<file path="src/rtl/coex_req_pkg.sv">
package coex_req_pkg;
  typedef enum logic [2:0] {
    ST_IDLE  = 3'd0,
    ST_SETUP = 3'd1,
    ST_READY = 3'd2,
    ST_HOLD  = 3'd3,
    ST_ABORT = 3'd4
  } coex_state_e;
endpackage

</file>
<file path="src/rtl/coex_tick_gen.sv">
module coex_tick_gen #(
  parameter int DIV = 100
) (
  input  logic clk,
  input  logic rst,
  input  logic clr,
  output logic tick
);
  localparam int W = (DIV > 2) ? $clog2(DIV) : 1;
  localparam logic [W-1:0] LAST = W'(DIV - 1);

  logic [W-1:0] cnt_q;

  assign tick = (cnt_q == LAST);

  always_ff @(posedge clk) begin
    if (rst || clr || tick) cnt_q <= '0;
    else                    cnt_q <= cnt_q + 1'b1;
  end
endmodule

</file>
<file path="src/rtl/coex_us_counter.sv">
module coex_us_counter #(
  parameter int W = 8
) (
  input  logic         clk,
  input  logic         rst,
  input  logic         clr,
  input  logic         tick,
  input  logic [W-1:0] limit,
  output logic         done
);
  logic [W-1:0] cnt_q;
  logic [W:0]   nxt;

  assign nxt  = {1'b0, cnt_q} + 1'b1;
  assign done = tick && (nxt == {1'b0, limit});

  always_ff @(posedge clk) begin
    if (rst || clr) cnt_q <= '0;
    else if (tick)  cnt_q <= nxt[W-1:0];
  end
endmodule

</file>
<file path="src/rtl/coex_cfg_check.sv">
module coex_cfg_check #(
  parameter int W  = 8,
  parameter int LO = 20,
  parameter int HI = 150
) (
  input  logic [W-1:0] val,
  output logic [W-1:0] clamped,
  output logic         bad
);
  localparam logic [W-1:0] LO_V = W'(LO);
  localparam logic [W-1:0] HI_V = W'(HI);

  always_comb begin
    bad     = 1'b1;
    clamped = val;
    if (val < LO_V)      clamped = LO_V;
    else if (val > HI_V) clamped = HI_V;
    else                 bad     = 1'b0;
  end
endmodule

</file>
<file path="src/rtl/coex_req_top.sv">
module coex_req_top
  import coex_req_pkg::*;
#(
  parameter int CLK_PER_US = 100,
  parameter int SETUP_W    = 8,
  parameter int ABORT_W    = 4,
  parameter int SETUP_MIN  = 20,
  parameter int SETUP_MAX  = 150,
  parameter int ABORT_MIN  = 5,
  parameter int ABORT_MAX  = 10
) (
  input  logic               clk,
  input  logic               rst,
  input  logic               radio_req,
  input  logic               pkt_det,
  input  logic               is_master,
  input  logic               is_tx,
  input  logic [SETUP_W-1:0] cfg_setup_us,
  input  logic [ABORT_W-1:0] cfg_abort_us,
  input  logic               cfg_act_low,
  input  logic               cfg_abort_dis,
  output logic               req_pin,
  output logic               setup_done,
  output logic               abort_pulse,
  output logic               cfg_err
);
  localparam int CNT_W = (SETUP_W > ABORT_W) ? SETUP_W : ABORT_W;

  coex_state_e        state_q, state_d;
  logic [SETUP_W-1:0] setup_lim_q, setup_cl;
  logic [ABORT_W-1:0] abort_lim_q, abort_cl;
  logic [CNT_W-1:0]   cnt_lim;
  logic               setup_bad, abort_bad;
  logic               start, clr, tick, cnt_done, fire, act_d;
  logic               req_pin_q, done_q, abort_q, err_q;

  coex_cfg_check #(.W(SETUP_W), .LO(SETUP_MIN), .HI(SETUP_MAX)) u_setup_chk (
    .val(cfg_setup_us), .clamped(setup_cl), .bad(setup_bad)
  );

  coex_cfg_check #(.W(ABORT_W), .LO(ABORT_MIN), .HI(ABORT_MAX)) u_abort_chk (
    .val(cfg_abort_us), .clamped(abort_cl), .bad(abort_bad)
  );

  coex_tick_gen #(.DIV(CLK_PER_US)) u_tick (
    .clk(clk), .rst(rst), .clr(clr), .tick(tick)
  );

  assign cnt_lim = (state_q == ST_ABORT) ? CNT_W'(abort_lim_q) : CNT_W'(setup_lim_q);

  coex_us_counter #(.W(CNT_W)) u_cnt (
    .clk(clk), .rst(rst), .clr(clr), .tick(tick), .limit(cnt_lim), .done(cnt_done)
  );

  assign start = (state_q == ST_IDLE) && radio_req;
  assign fire  = (state_q == ST_ABORT) && pkt_det && cnt_done;
  assign clr   = (state_d != state_q) && ((state_d == ST_SETUP) || (state_d == ST_ABORT));
  assign act_d = (state_d == ST_SETUP) || (state_d == ST_READY) || (state_d == ST_HOLD);

  always_comb begin
    state_d = state_q;
    unique case (state_q)
      ST_IDLE:  if (radio_req) state_d = is_master ? ST_SETUP : ST_READY;
      ST_SETUP: if (!radio_req) state_d = ST_IDLE;
                else if (cnt_done) state_d = ST_READY;
      ST_READY: if (!radio_req) begin
                  if (!pkt_det) state_d = ST_IDLE;
                  else if (is_tx && !cfg_abort_dis) state_d = ST_ABORT;
                  else state_d = ST_HOLD;
                end
      ST_HOLD:  if (!pkt_det) state_d = ST_IDLE;
      ST_ABORT: if (!pkt_det || cnt_done) state_d = ST_IDLE;
      default:  state_d = ST_IDLE;
    endcase
  end

  always_ff @(posedge clk) begin
    if (rst) begin
      state_q     <= ST_IDLE;
      setup_lim_q <= SETUP_W'(SETUP_MIN);
      abort_lim_q <= ABORT_W'(ABORT_MIN);
      req_pin_q   <= cfg_act_low;
      done_q      <= 1'b0;
      abort_q     <= 1'b0;
      err_q       <= 1'b0;
    end else begin
      state_q   <= state_d;
      req_pin_q <= cfg_act_low ^ act_d;
      done_q    <= (state_d == ST_READY);
      abort_q   <= fire;
      if (start) begin
        setup_lim_q <= setup_cl;
        abort_lim_q <= abort_cl;
        err_q       <= err_q | setup_bad | abort_bad;
      end
    end
  end

  assign req_pin     = req_pin_q;
  assign setup_done  = done_q;
  assign abort_pulse = abort_q;
  assign cfg_err     = err_q;
endmodule

</file>
<file path="config.mk">
export PLATFORM = sky130hd
export DESIGN_NAME = coex_req_top
export DESIGN_NICKNAME = d
export VERILOG_FILES = /design/src/rtl/coex_req_pkg.sv /design/src/rtl/coex_tick_gen.sv /design/src/rtl/coex_us_counter.sv /design/src/rtl/coex_cfg_check.sv /design/src/rtl/coex_req_top.sv
export SDC_FILE = /design/constraint.sdc
export NUM_CORES = 1
export LEC_CHECK = 0
export ABC_CLOCK_PERIOD_IN_PS = 4300
export CAP_MARGIN = 10
export CORE_ASPECT_RATIO = 1.2
export CORE_MARGIN = 2
export CORE_UTILIZATION = 40
export DETAILED_ROUTE_END_ITERATION = 8
export GPL_ROUTABILITY_DRIVEN = 1
export GPL_TIMING_DRIVEN = 0
export PLACE_DENSITY = 0.68
export REMOVE_ABC_BUFFERS = 1
export SYNTH_ARGS = -nofsm -noshare
export SYNTH_HDL_FRONTEND = slang
export SYNTH_SLANG_ARGS = --single-unit
</file>
<file path="constraint.sdc">
create_clock -name clk -period 4.3 [get_ports clk]
set_clock_uncertainty 0.1 [all_clocks]
set_input_delay 0.86 -clock clk [delete_from_list [all_inputs] [get_ports clk]]
set_output_delay 0.86 -clock clk [all_outputs]
set_load 0.02 [all_outputs]
</file>
Yosys cells after proc, flatten, opt, wreduce, memory -nomap -nowiden

Index checks and enable logic that the tools add are counted.

Output and inout bits: 4
Bits in writable memories: 0
Memories kept: 0
Word-level logic and storage cells: 64
Bits in latches: 0
Memory bits (read-only): 0
Bits of input ports: 20
Bits in registers: 34

Reductions and logical operators: 15
Shift operators: 0
Bitwise logic cells: 3
$mul: 0
Equal/unequal tests: 11
Divide/modulo/power cells: 0
Magnitude comparators: 4
Mux-type cells: 20
Add/sub/neg operators: 2

Operators with widths:

| cell                                                        | number |
|---|---|
| two-way mux 3 bit                                           | 8 |
| two-way mux 8 bit                                           | 3 |
| one-hot mux 3 bit (5 select lines)                          | 1 |
| == test 3 x 2 -> 1 bit (second input constant)              | 4 |
| adder 8 x 1 -> 9 bit (second input constant)                | 1 |
| == test 9 x 8 -> 1 bit                                      | 1 |
| > comparator 8 bit (second input constant)                  | 1 |
| less-than comparator 8 x 5 -> 1 bit (second input constant) | 1 |
| two-way mux 4 bit                                           | 2 |
| adder 7 x 1 -> 7 bit (second input constant)                | 1 |
| == test 7 bit (second input constant)                       | 1 |
| == test 3 x 1 -> 1 bit (second input constant)              | 2 |
| == test 3 bit (second input constant)                       | 2 |
| logical AND 1 bit                                           | 6 |
| logical OR 1 bit                                            | 6 |
| two-way mux 1 bit                                           | 5 |
| > comparator 4 bit (second input constant)                  | 1 |
| less-than comparator 4 x 3 -> 1 bit (second input constant) | 1 |
| zero test 3 bit                                             | 1 |
| inequality test 3 bit                                       | 1 |
| zero test 1 bit                                             | 2 |
| two-way mux 2 bit                                           | 1 |
| bitwise OR 1 bit                                            | 2 |
| XOR 1 bit                                                   | 1 |

Longest topological paths before layout

Gate-level depths: netlist of run 1.

Depth after elaboration: 12
Gate-level depth with buffers: 11
Mapped depth without buffers: 9

Cells and area by module

From an unflattened synthesis of run 1, not the netlist that was laid out.

Cell total of the unflattened synthesis: 236
Area, all modules: 1965.6 µm²

Modules (own cells, without submodules):

| module                        | cells each | times used | seq. area each (µm²) | area each (µm²) |
|---|---|---|---|---|
| coex_req_top                  | 108        | 1          | 380.4                | 925.9 |
| coex_us_counter               | 63         | 1          | 160.2                | 538.0 |
| coex_tick_gen                 | 34         | 1          | 140.1                | 307.8 |
| coex_cfg_check at u_setup_chk | 22         | 1          | 0.0                  | 138.9 |
| coex_cfg_check at u_abort_chk | 9          | 1          | 0.0                  | 55.1 |

Worst setup path before layout of run 1

Ideal clock, no wire load.

Path kind: register to register
Start point: reg u_cnt.cnt_q[2]
End point: reg u_cnt.cnt_q[1]
Clock period less this slack: 3.395 ns
Stages on the path, launching flop included: 12
Setup time: 0.132 ns
Buffers on the path: 3
Data required time: 4.068 ns
Setup slack: 0.905 ns
Arrival time: 3.163 ns
Cell sequence: dfxtp_1 > clkbuf_1 > xor3_1 > or3_1 > o211a_1 > a211o_1 > or4b_1 > buf_2 > or3b_1 > a31oi_4 > buf_6 > nor3_1

Word-level cells in the longest chain between the ends: 10
Elaborated cells between the ends (all ways): 14
Those cells by class: add/sub: 1; eq/ne: 4; mux: 4; reduce/logical: 5

Ends and longest elaborated chain:

| what                                                           | RTL line                               | text |
|---|---|---|
| start, declared                                                | coex_us_counter.sv:11                  | `logic [W-1:0] cnt_q;` |
| start signal, assigned                                         | coex_us_counter.sv:19                  | `else if (tick) cnt_q <= nxt[W-1:0];` |
| adder 8 x 1 -> 9 bit *                                         | coex_us_counter.sv:14                  | `assign nxt = {1'b0, cnt_q} + 1'b1;` |
| == test 9 x 8 -> 1 bit *                                       | coex_us_counter.sv:15                  | `assign done = tick && (nxt == {1'b0, limit});` |
| logical AND 1 bit *                                            | coex_us_counter.sv:15                  |  |
| two-way mux 3 bit / logical OR 1 bit (equally long branches)   | coex_req_top.sv:65, coex_req_top.sv:72 |  |
| two-way mux 3 bit, on equally long branches                    | coex_req_top.sv:64, coex_req_top.sv:72 |  |
| one-hot mux 3 bit (5 select lines) *                           | coex_req_top.sv:62                     | `unique case (state_q)` |
| == test 3 x 1 -> 1 bit / == test 3 bit (equally long branches) | coex_req_top.sv:57                     | `assign clr = (state_d != state_q) && ((state_d == ST_SETUP) \|\| (state_d == ST_ABORT));` |
| logical OR 1 bit                                               | coex_req_top.sv:57                     |  |
| logical AND 1 bit *                                            | coex_req_top.sv:57                     |  |
| logical OR 1 bit *                                             | coex_us_counter.sv:18                  | `if (rst \|\| clr) cnt_q <= '0;` |

Mark *: on every way between the ends. The rest lies on a longest branch, timed or not.
A chain may end at the register's enable or synchronous reset.

Worst setup path after layout of run 1

Start point: reg state_q[0]
End point: reg u_cnt.cnt_q[4]

Word-level cells in the longest chain between the ends: 11
Elaborated cells between the ends (all ways): 22
Those cells by class: eq/ne: 8; mux: 8; reduce/logical: 6

Ends and longest elaborated chain:

| what                                                           | RTL line                               | text |
|---|---|---|
| start, declared                                                | coex_req_top.sv:29                     | `coex_state_e state_q, state_d;` |
| start signal, assigned                                         | coex_req_top.sv:87                     | `state_q <= state_d;` |
| == test 3 bit                                                  | coex_req_top.sv:49, coex_req_top.sv:62 |  |
| two-way mux 8 bit                                              | coex_req_top.sv:49                     | `assign cnt_lim = (state_q == ST_ABORT) ? CNT_W'(abort_lim_q) : CNT_W'(setup_lim_q);` |
| == test 9 x 8 -> 1 bit                                         | coex_us_counter.sv:15                  |  |
| logical AND 1 bit                                              | coex_us_counter.sv:15                  |  |
| two-way mux 3 bit / logical OR 1 bit (equally long branches)   | coex_req_top.sv:65, coex_req_top.sv:72 |  |
| two-way mux 3 bit, on equally long branches                    | coex_req_top.sv:64, coex_req_top.sv:72 |  |
| one-hot mux 3 bit (5 select lines)                             | coex_req_top.sv:62                     |  |
| == test 3 x 1 -> 1 bit / == test 3 bit (equally long branches) | coex_req_top.sv:57                     |  |
| logical OR 1 bit                                               | coex_req_top.sv:57                     |  |
| logical AND 1 bit *                                            | coex_req_top.sv:57                     |  |
| logical OR 1 bit *                                             | coex_us_counter.sv:18                  |  |

Marked as above.

==> impl_metrics.tcl, run 1 <==
set metrics [dict create \
    max_freq_ghz 0.262 \
    syn_to_final_growth_pct 18.7 \
    met1_usage_pct 21.1 \
    synth_ff_type "dfxtp_1" \
    hold_class "reg2reg" \
    power.leakage_nw 0.848 \
    cts_sinks 34 \
    initial_core_util_pct 42.0 \
    synth.yosys.seq_area_share_pct 35.1 \
    crit_slowest_cell "nor3b_1" \
    wl_microns 4050 \
    synth_cell_types 44 \
    worstSetupPathType "reg2reg" \
    chipHeight_microns 80.3 \
    final_hold_viol_count 0 \
    grt_max_degree 36 \
    clock_latency_ns 0.29 \
    syn_area_sq_mm 0.00194 \
    cap_violations 0 \
    grt.total_usage_pct 16.5 \
    cp_cell_sequence "nor3b_1 -> mux2_2 -> or3_1 -> nand4_1 -> or4b_1 -> or3b_1 -> a31oi_4 -> nor3_1" \
    ios 24 \
    crit_family "simple AND/OR/NAND/NOR gates" \
    drcViolationCount 0 \
    grt.busiest_layer "met2" \
    use_met2_pct 26.9 \
    via_per_inst 5.45 \
    cts_made_buffers 5 \
    timing.final.ws_setup_ns 0.488 \
    ys_warn_count 0 \
    final_util_pct 49.8 \
    critPathBufInv 0 \
    cp-end-kind "flip-flop" \
    p_per_area_mw_per_mm2 299 \
    nets 284 \
    gr-total-overflow 0 \
    cts_buffer_depth 2 \
    dieArea_sq_mm 0.00543 \
    ir_drop_v 0.000182 \
    die_w_microns 67.6 \
    drive_gt1_share_pct 6.46 \
    worst-slew-pin-transition_ns 0.959 \
    status "finished clean" \
    rsz0062_at_grt "false" \
    wire_per_inst_microns 12.6 \
    core_area_sq_mm 0.00463 \
    cts_tree "yes" \
    stdcell_area_sq_mm 0.00230 \
    place.gp.congestion 0.788 \
    yosys-top-cells-area "dfxtp_1 (35%), a21oi_1 (6.4%), nand2_1 (5.6%), xor2_1 (4.5%), o21ai_0 (4.4%)" \
    h-tree-depth 2 \
    place_area_sq_mm 0.00220 \
    synthArstFlopShare_pct 0 \
    yosysMostFrequentCell "dfxtp_1" \
    cts_root_buf "clkbuf_8" \
    finalMaxSlewViolations 0 \
    synth-edff-count 0 \
    io_buffers 23 \
    diodes 0 \
    cpPeakStageDelay_ns 0.66 \
    firstDrtPassIters 4 \
    synth_area_per_cell_sq_um 7.93 \
    grt_pass1_vias 1527 \
    slew_headroom_pct 35.5 \
    setup_viol 0 \
    post-route-period-util_pct 88.7 \
    hpwl_microns 2840 \
    crit_fanout 15 \
    rows 27 \
    required_ns 4.36 \
    period_needed_ns 3.81 \
    syn_inst 245 \
    pre_cts_slack_ns 0.461 \
    synth_area_leader_cell "dfxtp_1" \
    synth_seq_cells 34 \
    arrival_ns 3.87 \
    ant_nets 0 \
    grt_pass1_wl_microns 6930 \
    dr.first_iter.drc_count 110 \
    hold_slack_ns 0.357 \
    antenna_found_initial 0 \
    clk_pin_slew_ns 0.07 \
    cts_resized 0 \
    total_power_mw 0.688 \
    synth.top_cells.by_count "dfxtp_1 (34), nand2_1 (29), a21oi_1 (25)" \
    worstSetupStartpointType "flip-flop" \
    post_cts_buffers 0 \
    yosys.area.top_type_share_pct 35.1 \
    grt_use_met3_pct 3.92 \
    cts_hold_buffers 0 \
    num_vias 1748 \
]
[power breakdown]
group	internal, mW	total (mW)	switching, mW	leakage (nW)
Sequential	0.328	0.340	0.0120	0.277
Combinational	0.0488	0.0994	0.0505	0.523
Clock	0.129	0.248	0.119	0.0482
Total	0.506	0.688	0.182	0.848
[layer usage]
metal,up-vias,part of all wire (%)
met4,0,1.3
li1,900,-
met5,-,0
met3,6,3.2
met2,31,49
met1,811,46
[state kept, by name, summed over array words and instances, names as in the netlist]
name / cells
cfg_err: 1
u_cnt.cnt_q: 8
u_tick.cnt_q: 7
setup_lim_q: 8
state_q: 3
abort_lim_q: 4
setup_done: 1
abort_pulse: 1
req_pin: 1
[logic make-up (layout without fill, tap and decap cells)]
logic type      after synthesis  after routing  synth area share, %
flops                        34             34                 35.1
simple gates                111            111                 29.3
compound gates               53             53                 16.6
fa+ha+maj                     2              2                 1.29
buf+inv                      19             37                 4.19
mux                           5              5                 2.64
xor+xnor                     21             21                 11.0
[metrics by stage]
step | instances | TNS (ns)
after floorplan | 230 | 0
after CTS | 320 | 0
after detailed placement | 312 | 0
after global placement | 311 | -1.92
final | 321 | 0
after global routing | 321 | 0
[placed cells by master, fill, tap and decap left out, drive strengths merged, types with 2 or more instances in the layout]
| master | Yosys | final |
|---|---|---|
| nor2 | 18 | 18 |
| nor4b | 2 | 2 |
| nand2b | 3 | 3 |
| and2 | 2 | 2 |
| ha | 2 | 2 |
| o21ai | 17 | 17 |
| and3 | 5 | 5 |
| o211a | 3 | 3 |
| nor3 | 12 | 12 |
| or4b | 2 | 2 |
| nand4 | 2 | 2 |
| nand3 | 13 | 13 |
| or3 | 4 | 4 |
| a21oi | 25 | 25 |
| xor2 | 10 | 10 |
| nand2 | 29 | 29 |
| dfxtp | 34 | 34 |
| inv | 4 | 4 |
| nor3b | 2 | 2 |
| buf | 4 | 2 |
| nor4 | 6 | 6 |
| or2 | 3 | 3 |
| or3b | 2 | 2 |
| clkbuf | 11 | 7 |
| clkdlybuf4s50 | 0 | 23 |
| nor2b | 4 | 4 |
| xnor2 | 9 | 9 |
| mux2i | 4 | 4 |
[worst register-to-register path, stage by stage, from the launching register on]
cell and delay (ns):
dfxtp_1 0.45, nor3b_1 0.66, mux2_2 0.44, or3_1 0.34, nand4_1 0.09, or4b_1 0.58
or3b_1 0.45, a31oi_4 0.46, nor3_1 0.10
[worst paths after layout]
path	from	endpoint	slack (ns)	depth (start not counted)
hold reg to reg	setup_lim_q[5]$_SDFFE_PP0P_	setup_lim_q[5]$_SDFFE_PP0P_	0.36	2
setup reg to reg	state_q[0]$_SDFF_PP0_	u_cnt.cnt_q[4]$_SDFFE_PP0P_	0.49	8
setup / recovery	state_q[0]$_SDFF_PP0_	u_cnt.cnt_q[4]$_SDFFE_PP0P_	0.49	8
hold / removal	setup_lim_q[5]$_SDFFE_PP0P_	setup_lim_q[5]$_SDFFE_PP0P_	0.36	2
[layout make-up]
type	count	area, sq um
Clock buffer	7	86.3
Inverter	4	15.0
Fill cell	444	2320
Clock inverter	1	5.00
Tap cell	58	72.6
Timing Repair Buffer	25	253
Multi-Input combinational cell	192	1190
Sequential cell	34	681
Power figures use the tool's default switching activity.
==> run 2: changes to the inputs <==
--- a/config.mk
+++ b/config.mk
@@ -13,7 +13,7 @@
 export DETAILED_ROUTE_END_ITERATION = 8
 export GPL_ROUTABILITY_DRIVEN = 1
 export GPL_TIMING_DRIVEN = 0
-export PLACE_DENSITY = 0.68
+export PLACE_DENSITY_LB_ADDON = 0.1
 export REMOVE_ABC_BUFFERS = 1
 export SYNTH_ARGS = -nofsm -noshare
 export SYNTH_HDL_FRONTEND = slang
==> impl_metrics.tcl, run 2 (synthesis results as in run 1) <==
set metrics [dict create \
    via_per_inst 5.35 \
    worstSetupStartpointType "flip-flop" \
    ios 24 \
    cp-end-kind "flip-flop" \
    power.leakage_nw 0.843 \
    diodes 0 \
    reg2reg_slack_ns 0.41 \
    grt_max_degree 36 \
    gr-total-overflow 0 \
    syn_to_final_growth_pct 18.2 \
    nets 284 \
    cts_sinks 34 \
    period_needed_ns 3.89 \
    p_per_area_mw_per_mm2 294 \
    wire_per_inst_microns 12.7 \
    clock_latency_ns 0.29 \
    core_area_sq_mm 0.00463 \
    firstDrtPassIters 4 \
    io_buffers 23 \
    initial_core_util_pct 42.0 \
    setup_viol 0 \
    cts_hold_buffers 0 \
    cts_resized 0 \
    max_freq_ghz 0.257 \
    grt_pass1_vias 1564 \
    total_power_mw 0.674 \
    rsz0062_at_grt "false" \
    wl_microns 4070 \
    drcViolationCount 0 \
    crit_fanout 15 \
    holdPathStages 2 \
    chipHeight_microns 80.3 \
    hold_class "reg2reg" \
    slew_headroom_pct 39.1 \
    reg2reg_depth 8 \
    antenna_found_initial 0 \
    cts_root_buf "clkbuf_8" \
    rows 27 \
    dr.first_iter.drc_count 125 \
    clk_pin_slew_ns 0.07 \
    h-tree-depth 2 \
    grt_pass1_wl_microns 7190 \
    num_vias 1706 \
    cts_made_buffers 5 \
    instances_no_fill 319 \
    final_hold_viol_count 0 \
    hpwl_microns 2840 \
    post_cts_buffers 0 \
    cts_buffer_depth 2 \
    ir_drop_v 0.000172 \
    cts_tree "yes" \
    post-route-period-util_pct 90.4 \
    worstSetupPathType "reg2reg" \
    finalMaxSlewViolations 0 \
    cap_violations 0 \
    status "finished clean" \
    worst-slew-pin-transition_ns 0.906 \
    placed_cells 312 \
    final_common_cell "dfxtp_1" \
    drive_gt1_share_pct 6.13 \
    die_w_microns 67.6 \
    grt.total_usage_pct 17.2 \
    dieArea_sq_mm 0.00543 \
    largest_registers "setup_lim_q (8), u_cnt.cnt_q (8), u_tick.cnt_q (7)" \
    ant_nets 0 \
    required_ns 4.34 \
    final_cell_mix "dfxtp_1 (34), nand2_1 (29), a21oi_1 (25)" \
    place.gp.congestion 0.761 \
    arrival_ns 3.93 \
]
run 2: cell types whose count changed in the layout (fill, tap and decap cells not counted):
cell / previous run / this run
clkinv_2: 1 / 0
clkbuf_1: 1 / 0
run 2: routing by layer:
layer,wire (microns),track usage [%],share of wire [%],vias up
met1,1870,21.7,46,782
met2,2000,28.0,49,23
li1,-,-,-,895
met4,62,6.12,1.5,0
met5,0,0,0,-
met3,136,4.20,3.3,6
run 2: path summary, 6_finish.rpt:
check,start,end
setup / recovery,state_q[0]$_SDFF_PP0_,u_cnt.cnt_q[7]$_SDFFE_PP0P_
hold / removal,setup_lim_q[3]$_SDFFE_PP0P_,setup_lim_q[3]$_SDFFE_PP0P_
hold reg to reg,setup_lim_q[3]$_SDFFE_PP0P_,setup_lim_q[3]$_SDFFE_PP0P_
setup reg to reg,state_q[0]$_SDFF_PP0_,u_cnt.cnt_q[7]$_SDFFE_PP0P_
run 2: report_power, final:
| group | switching (mW) | leakage [nW] | internal, mW | total (mW) |
|---|---|---|---|---|
| Sequential | 0.0117 | 0.277 | 0.328 | 0.340 |
| Clock | 0.112 | 0.0431 | 0.123 | 0.236 |
| Combinational | 0.0497 | 0.523 | 0.0488 | 0.0986 |
| Total | 0.174 | 0.843 | 0.501 | 0.674 |
run 2: layout make-up:
class / count / area [sq um]
clock buffer: 6 / 82.6
fill: 454 / 2330
inverter: 4 / 15.0
multi-input combinational: 192 / 1190
sequential: 34 / 681
tap: 58 / 72.6
timing repair buffer: 25 / 253
run 2: stage by stage:
step	hold WS [ns]	util [%]	setup slack, ns	TNS [ns]	cell area (sq um)
2_1_floorplan	0.323	-	0.724	0	1880
3_3_place_gp	0.341	47.1	-0.236	-3.12	2180
3_5_place_dp	0.346	47.5	0.385	0	2200
4_1_cts	0.355	49.3	0.377	0	2280
5_1_grt	0.386	49.6	0.123	0	2300
6_report	0.351	49.6	0.413	0	2300
run 2: worst max-delay path, cell delays in order (launching register included):
cell and delay (ns):
dfxtp_1 0.45, nor3b_1 0.70, mux2_2 0.45, or3_1 0.36
nand4_1 0.10, or4b_1 0.59, or3b_1 0.44, a31oi_4 0.45
nor3_1 0.10
==> run 3: changes to the inputs <==
--- a/config.mk
+++ b/config.mk
@@ -18,3 +18,4 @@
 export SYNTH_ARGS = -nofsm -noshare
 export SYNTH_HDL_FRONTEND = slang
 export SYNTH_SLANG_ARGS = --single-unit
+export TNS_END_PERCENT = 5
==> results of run 3 <==
No change in the layout: final DEF, timing and power equal those of run 2.
